### src/rtl/zbus_pkg.sv
package zbus_pkg;
    localparam int NZONE = 5;
    localparam int NSEL  = 3;
    localparam int ZW    = $clog2(NZONE);

    typedef enum logic [2:0] {
        ST_IDLE,
        ST_LEAD,
        ST_ACTIVE,
        ST_TRAIL,
        ST_HOLD
    } bus_st_e;
endpackage

### src/rtl/zbus_zone_dec.sv
module zbus_zone_dec
    import zbus_pkg::*;
(
    input  logic [2:0]      zone_code,
    input  logic            z7_en,
    output logic [ZW-1:0]   zone_idx,
    output logic [NSEL-1:0] sel_oh,
    output logic            hit
);
    always_comb begin
        zone_idx = '0;
        sel_oh   = '0;
        hit      = 1'b0;
        unique case (zone_code)
            3'd0: begin zone_idx = ZW'(0); sel_oh = NSEL'(1); hit = 1'b1;  end
            3'd1: begin zone_idx = ZW'(1); sel_oh = NSEL'(1); hit = 1'b1;  end
            3'd2: begin zone_idx = ZW'(2); sel_oh = NSEL'(2); hit = 1'b1;  end
            3'd6: begin zone_idx = ZW'(3); sel_oh = NSEL'(4); hit = 1'b1;  end
            3'd7: begin zone_idx = ZW'(4); sel_oh = NSEL'(4); hit = z7_en; end
            default: ;
        endcase
    end
endmodule

### src/rtl/zbus_sync2.sv
module zbus_sync2 #(
    parameter logic RST_VAL = 1'b0
) (
    input  logic clk,
    input  logic rst_n,
    input  logic d,
    output logic q
);
    logic s1;

    always_ff @(posedge clk) begin
        if (!rst_n) begin
            s1 <= RST_VAL;
            q  <= RST_VAL;
        end else begin
            s1 <= d;
            q  <= s1;
        end
    end
endmodule

### src/rtl/zbus_clkdiv.sv
module zbus_clkdiv (
    input  logic       clk,
    input  logic       rst_n,
    input  logic       we,
    input  logic [1:0] div_in,
    input  logic       off_in,
    output logic       bclk_o
);
    logic [1:0] div_q;
    logic       off_q;
    logic [1:0] phase;

    always_ff @(posedge clk) begin
        if (!rst_n) begin
            div_q <= 2'd2;
            off_q <= 1'b0;
            phase <= 2'd0;
        end else begin
            phase <= phase + 2'd1;
            if (we) begin
                div_q <= div_in;
                off_q <= off_in;
            end
        end
    end

    always_comb begin
        if (off_q)              bclk_o = 1'b0;
        else if (div_q == 2'd0) bclk_o = clk;
        else if (div_q == 2'd1) bclk_o = phase[0];
        else                    bclk_o = phase[1];
    end

    // in half-rate mode the output flips on every system clock
    a_r11_half_toggles: assert property (@(posedge clk) disable iff (!rst_n)
        (div_q == 2'd1 && !off_q && $past(div_q) == 2'd1 && !$past(off_q))
        |-> (bclk_o != $past(bclk_o)));
endmodule

### src/rtl/zbus_ext_if.sv
module zbus_ext_if
    import zbus_pkg::*;
#(
    parameter int AW = 19,
    parameter int DW = 16,
    parameter int PW = 3
) (
    input  logic                clk,
    input  logic                rst_n,
    input  logic                req_valid,
    output logic                req_ready,
    input  logic                req_write,
    input  logic [2:0]          req_zone,
    input  logic [AW-1:0]       req_addr,
    input  logic [DW-1:0]       req_wdata,
    output logic                rsp_valid,
    output logic [DW-1:0]       rsp_rdata,
    input  logic [NZONE*PW-1:0] cfg_lead,
    input  logic [NZONE*PW-1:0] cfg_active,
    input  logic [NZONE*PW-1:0] cfg_trail,
    input  logic [NZONE-1:0]    cfg_use_rdy,
    input  logic [NZONE-1:0]    cfg_rdy_async,
    input  logic                mode_pin,
    input  logic                mode_we,
    input  logic                mode_wdata,
    input  logic                clk_we,
    input  logic [1:0]          clk_div,
    input  logic                clk_off,
    output logic [AW-1:0]       ext_a,
    output logic [DW-1:0]       ext_d_out,
    output logic                ext_d_oe,
    input  logic [DW-1:0]       ext_d_in,
    output logic [NSEL-1:0]     ext_cs_n,
    output logic                ext_rd_n,
    output logic                ext_wr_n,
    output logic                ext_rnw,
    output logic                ext_ctl_oe,
    input  logic                ext_ready,
    input  logic                ext_hold_n,
    output logic                ext_holda_n,
    output logic                ext_bclk
);
    logic [PW-1:0] lead_a [NZONE];
    logic [PW-1:0] act_a  [NZONE];
    logic [PW-1:0] trl_a  [NZONE];

    genvar g;
    generate
        for (g = 0; g < NZONE; g++) begin : g_cfg
            assign lead_a[g] = cfg_lead[g*PW +: PW];
            assign act_a[g]  = cfg_active[g*PW +: PW];
            assign trl_a[g]  = cfg_trail[g*PW +: PW];
        end
    endgenerate

    bus_st_e        st, st_n;
    logic [PW-1:0]  cnt, cnt_n;
    logic [AW-1:0]  a_q;
    logic [DW-1:0]  wd_q, rd_q;
    logic           wr_q, rsp_q, mode_q;
    logic [ZW-1:0]  idx_q, dec_idx;
    logic [NSEL-1:0] sel_q, dec_sel;
    logic           dec_hit, accept, skip, cap, finish;
    logic           rdy_sync, hold_sync, hold_req, rdy_ok, use_sel, busy;

    zbus_zone_dec u_dec (
        .zone_code (req_zone),
        .z7_en     (mode_q),
        .zone_idx  (dec_idx),
        .sel_oh    (dec_sel),
        .hit       (dec_hit)
    );

    zbus_sync2 #(.RST_VAL(1'b0)) u_rdy_sync (
        .clk (clk), .rst_n (rst_n), .d (ext_ready), .q (rdy_sync)
    );

    zbus_sync2 #(.RST_VAL(1'b1)) u_hold_sync (
        .clk (clk), .rst_n (rst_n), .d (ext_hold_n), .q (hold_sync)
    );

    zbus_clkdiv u_clk (
        .clk (clk), .rst_n (rst_n), .we (clk_we),
        .div_in (clk_div), .off_in (clk_off), .bclk_o (ext_bclk)
    );

    assign hold_req = ~hold_sync;
    assign use_sel  = cfg_use_rdy[idx_q];
    assign rdy_ok   = cfg_rdy_async[idx_q] ? rdy_sync : ext_ready;

    // next state
    always_comb begin
        st_n   = st;
        cnt_n  = cnt;
        accept = 1'b0;
        skip   = 1'b0;
        cap    = 1'b0;
        finish = 1'b0;
        unique case (st)
            ST_IDLE: begin
                if (req_valid) begin
                    accept = 1'b1;
                    if (dec_hit) begin
                        st_n  = ST_LEAD;
                        cnt_n = lead_a[dec_idx];
                    end else begin
                        skip = 1'b1;
                    end
                end else if (hold_req) begin
                    st_n = ST_HOLD;
                end
            end
            ST_LEAD: begin
                if (cnt == '0) begin
                    st_n  = ST_ACTIVE;
                    cnt_n = act_a[idx_q];
                end else begin
                    cnt_n = cnt - 1'b1;
                end
            end
            ST_ACTIVE: begin
                if (cnt != '0) begin
                    cnt_n = cnt - 1'b1;
                end else if (!use_sel || rdy_ok) begin
                    st_n  = ST_TRAIL;
                    cnt_n = trl_a[idx_q];
                    cap   = 1'b1;
                end
            end
            ST_TRAIL: begin
                if (cnt == '0) begin
                    st_n   = ST_IDLE;
                    finish = 1'b1;
                end else begin
                    cnt_n = cnt - 1'b1;
                end
            end
            ST_HOLD: begin
                if (!hold_req) st_n = ST_IDLE;
            end
            default: st_n = ST_IDLE;
        endcase
    end

    // state register
    always_ff @(posedge clk) begin
        if (!rst_n) begin
            st  <= ST_IDLE;
            cnt <= '0;
        end else begin
            st  <= st_n;
            cnt <= cnt_n;
        end
    end

    // request capture and response
    always_ff @(posedge clk) begin
        if (!rst_n) begin
            a_q    <= '0;
            wd_q   <= '0;
            wr_q   <= 1'b0;
            idx_q  <= '0;
            sel_q  <= '0;
            rd_q   <= '0;
            rsp_q  <= 1'b0;
            mode_q <= mode_pin;
        end else begin
            if (mode_we) mode_q <= mode_wdata;
            rsp_q <= finish | skip;
            if (accept) begin
                a_q   <= req_addr;
                wd_q  <= req_wdata;
                wr_q  <= req_write;
                idx_q <= dec_idx;
                sel_q <= dec_sel;
            end
            if (cap)       rd_q <= ext_d_in;
            else if (skip) rd_q <= '0;
        end
    end

    // outputs
    always_comb begin
        busy        = (st == ST_LEAD) || (st == ST_ACTIVE) || (st == ST_TRAIL);
        ext_cs_n    = busy ? ~sel_q : '1;
        ext_rd_n    = !((st == ST_ACTIVE) && !wr_q);
        ext_wr_n    = !((st == ST_ACTIVE) && wr_q);
        ext_rnw     = !(busy && wr_q);
        ext_d_oe    = busy && wr_q;
        ext_ctl_oe  = (st != ST_HOLD);
        ext_holda_n = (st != ST_HOLD);
        req_ready   = (st == ST_IDLE);
        ext_a       = a_q;
        ext_d_out   = wd_q;
        rsp_valid   = rsp_q;
        rsp_rdata   = rd_q;
    end

    // strobes never low together
    a_r4_strobe_excl: assert property (@(posedge clk) disable iff (!rst_n)
        !(!ext_rd_n && !ext_wr_n));
    // at most one select low
    a_r2_one_select: assert property (@(posedge clk) disable iff (!rst_n)
        $onehot0(~ext_cs_n));
    // a strobe only falls after the select was already low for a clock
    a_r3_lead_first: assert property (@(posedge clk) disable iff (!rst_n)
        ($fell(ext_rd_n) || $fell(ext_wr_n)) |-> ($past(ext_cs_n) != '1));
    // write strobe implies write indication
    a_r5_rnw_write: assert property (@(posedge clk) disable iff (!rst_n)
        !ext_wr_n |-> !ext_rnw);
    // a not-ready expired strobe stays in ACTIVE
    a_r8_ready_stretch: assert property (@(posedge clk) disable iff (!rst_n)
        (st == ST_ACTIVE && cnt == '0 && use_sel && !rdy_ok) |=> (st == ST_ACTIVE));
    // grant only from an idle bus, with drivers floated
    a_r9_grant_idle: assert property (@(posedge clk) disable iff (!rst_n)
        $fell(ext_holda_n) |-> ($past(ext_cs_n) == '1 && !ext_ctl_oe && !ext_d_oe));
endmodule

### config.mk
export PLATFORM = sky130hd
export DESIGN_NAME = zbus_ext_if
export DESIGN_NICKNAME = d
export VERILOG_FILES = /design/src/rtl/zbus_pkg.sv /design/src/rtl/zbus_zone_dec.sv /design/src/rtl/zbus_sync2.sv /design/src/rtl/zbus_clkdiv.sv /design/src/rtl/zbus_ext_if.sv
export SDC_FILE = /design/constraint.sdc
export NUM_CORES = 1
export LEC_CHECK = 0
export CORE_ASPECT_RATIO = 2
export CORE_MARGIN = 2
export CORE_UTILIZATION = 44
export DETAILED_ROUTE_END_ITERATION = 8
export DONT_BUFFER_PORTS = 1
export GPL_ROUTABILITY_DRIVEN = 0
export MAX_ROUTING_LAYER = met4
export SYNTH_ARGS = -nofsm -noshare
export SYNTH_HDL_FRONTEND = slang
export SYNTH_SLANG_ARGS = --single-unit
### constraint.sdc
create_clock -name clk -period 2.1 [get_ports clk]
set_clock_uncertainty 0.05 [all_clocks]
set_input_delay 0.42 -clock clk [delete_from_list [all_inputs] [get_ports clk]]
set_output_delay 0.42 -clock clk [all_outputs]
set_load 0.02 [all_outputs]
==> qor.csv <==
metric,value,unit
cells after synthesis,433,
Post-synth top flop,dfxtp_1,
starting density of the core,44.8,%
leakage power,0.00158,µW
fin nets,553,
CP Launch Type,clock port,
Slew Limit Headroom,72.0,%
drt first pass iters,5,
GRT overflow,0,
"area leader, netlist",dfxtp_1,
Crit. End Element,output port,
Total GRT Usage,21.8,%
Sequential Power Share,40.9,%
post-layout util,50.9,%
Clk pwr share,42.1,%
Post-Layout Inst Area,4160,µm²
Comb power frac,17.0,%
layout cell share with drive strength beyond 1,11.8,%
via-per-instance ratio,5.74,
"Req. time, crit path",1630,ps
Sum Neg Setup Slack,0,ps
antenna-violating nets left,0,
synthesis-to-finish area growth,13.7,%
first-pass GRT wire length,14400,µm
"Clk pin slew, worst setup/hold paths",60,ps
n_diodes,0,
switch share,29.3,%
# DRC,0,
Critical Path Fanout Max,2,
largest net degree at the start of global routing,81,
PwrDens,1010,nW/µm²
Overall Power,4220,µW
initial DRC count,80,
Mapped Area,3660,µm²
final setup margin,14.2,ps
port bufs,0,
max layer used,met4,
worst skew pair latency,440,ps
wire per inst,17.9,µm
Worst-Margin Slew,408,ps
worst slack at placement,-30.8,ps
cell with the most instances after synthesis,nand2_1,
internal power component,2980,µW
Synth Area per Inst,8.45,µm²
DR WL met2,5240,µm
vias in the first global route,3172,
Post-DP Area,3780,µm²
critical path class,clock port to output port,
Yosys Warn Count,0,
maximum VDD drop,777,µV
Post-synth top cells,"110 x nand2_1, 74 x dfxtp_1, 41 x a21boi_0, 26 x clkbuf_1, 23 x o21ai_0",
"FFs w/ async S/R, synth",0,%
CTS tree,built,
status,"complete, no violations",
Die H,133,µm
total count of hold-check failures in the final report,0,
post-synth net total,557,
#FFs+latches synth,75,
Max-cap violations,0,
final setup vio count,0,
critical path arrival,1620,ps
sequential cell area fraction in the yosys report,41.3,%
post-synth top area share,40.5,%
IO Count,185,
width of the die,68.5,µm
die area,9110,µm²
top post-synthesis cells by area,"dfxtp_1 40%, nand2_1 11%, a21boi_0 8.4%, mux2i_1 3.8%, mux4_1 3.6%",
total wire length,9540,µm
M1 WL,3330,µm
Detailed Place HPWL,6920,µm
row cnt,47,
"Slew Viols, Final",0,
Detail Route met3 WL,569,µm
Post-synth EDFFs,1,
Core Box Area,8170,µm²
initial antenna violation count,0,
sw power,1240,µW
RSZ-0062 raised after global routing,true,
worst hold path type,input port to flop,
via count,3054,
Yosys cell types,52,
sequential cells by signal, summed over array words and instances, names as in the netlist, 2 cells and up:
signal / cells
ext_a: 19
ext_d_out: 16
rsp_rdata: 16
cnt: 3
idx_q: 3
sel_q: 3
st: 3
u_clk.div_q: 2
u_clk.phase: 2
power by group through the flow:
stage	registers [µW]	logic [µW]	clock network, µW
after floorplan	1720	557	20.7
after global placement	1750	684	20.7
after detailed placement	1750	698	20.7
after CTS	1730	704	1800
after global routing	1740	800	1880
final	1720	717	1770
worst max-delay path, stage by stage:
cell       delay, ps
clkbuf_16        120
mux2i_2          140
nor2_1            80
a21oi_2          160
nor2_4            70
through the flow:
step,std cells,hold slack (ps)
2_1_floorplan,433,336
6_report,532,19.0
4_1_cts,532,1.10
5_1_grt,532,2.08
3_5_place_dp,513,356
3_3_place_gp,513,350
placed cells by master (no fill, tap or decap), types with 4 or more instances in the layout:
cell       netlist  final
and2_1           5      5
inv_1            4      4
a21oi_1         11     10
clkbuf_16        0     11
o22ai_1          4      4
nor2b_1         16     16
nor3b_1          4      4
nor2_1          10      8
o21ai_0         23     23
buf_4            2     17
a21boi_0        41     41
nand2_1        110    110
nand2b_1         9      8
dfxtp_1         74     73
mux2i_1         14     13
mux4_1           5      5
nand3_1         18     18
what timing repair did:
item                                    in CTS  in global routing
endpoints found under the setup margin       4                  4
setup buffers                                0                  0
hold buffers                                 1                  0
endpoints found under the hold margin        2                  0
pin swaps                                    2                  1
gates cloned                                 0                  0
gates resized for setup                      4                  3
cell families after synthesis:
kind of cell | after synthesis | synth area share, %
AO/OA/AOI/OAI | 105 | 20.0
XOR/XNOR | 2 | 0.479
adder cells (fa/ha/maj) | 2 | 0.683
buffers and inverters | 41 | 5.16
flip-flops | 75 | 41.3
multiplexers | 22 | 8.95
AND/OR/NAND/NOR | 186 | 23.4
area by class of cell:
class | instances | area [µm²]
Clock inverter | 6 | 70.1
Timing Repair Buffer | 20 | 178
Multi-Input combinational cell | 317 | 1990
Inverter | 4 | 15.0
Sequential cell | 75 | 1510
Tap cell | 98 | 123
Clock buffer | 12 | 279
Fill cell | 791 | 4010
final timing paths:
path	startpoint	end	slack, ps	depth (start not counted)
worst max-delay path	clk	ext_bclk	10	5
worst max register to register	idx_q[0]$_SDFFE_PN0P_	cnt[0]$_SDFFE_PN0P_	130	7
worst min-delay path	req_valid	st[2]$_SDFFE_PN0P_	20	1
worst min register to register	u_hold_sync.s1$_SDFF_PN1_	u_hold_sync.q$_SDFF_PN1_	370	1
routing by layer:
metal / track usage, % / up-vias
met5: - / -
met4: 13.0 / 0
met3: 6.12 / 24
met2: 37.7 / 123
met1: 20.0 / 1422
li1: - / 1485
(Power assumes the default switching activity.)
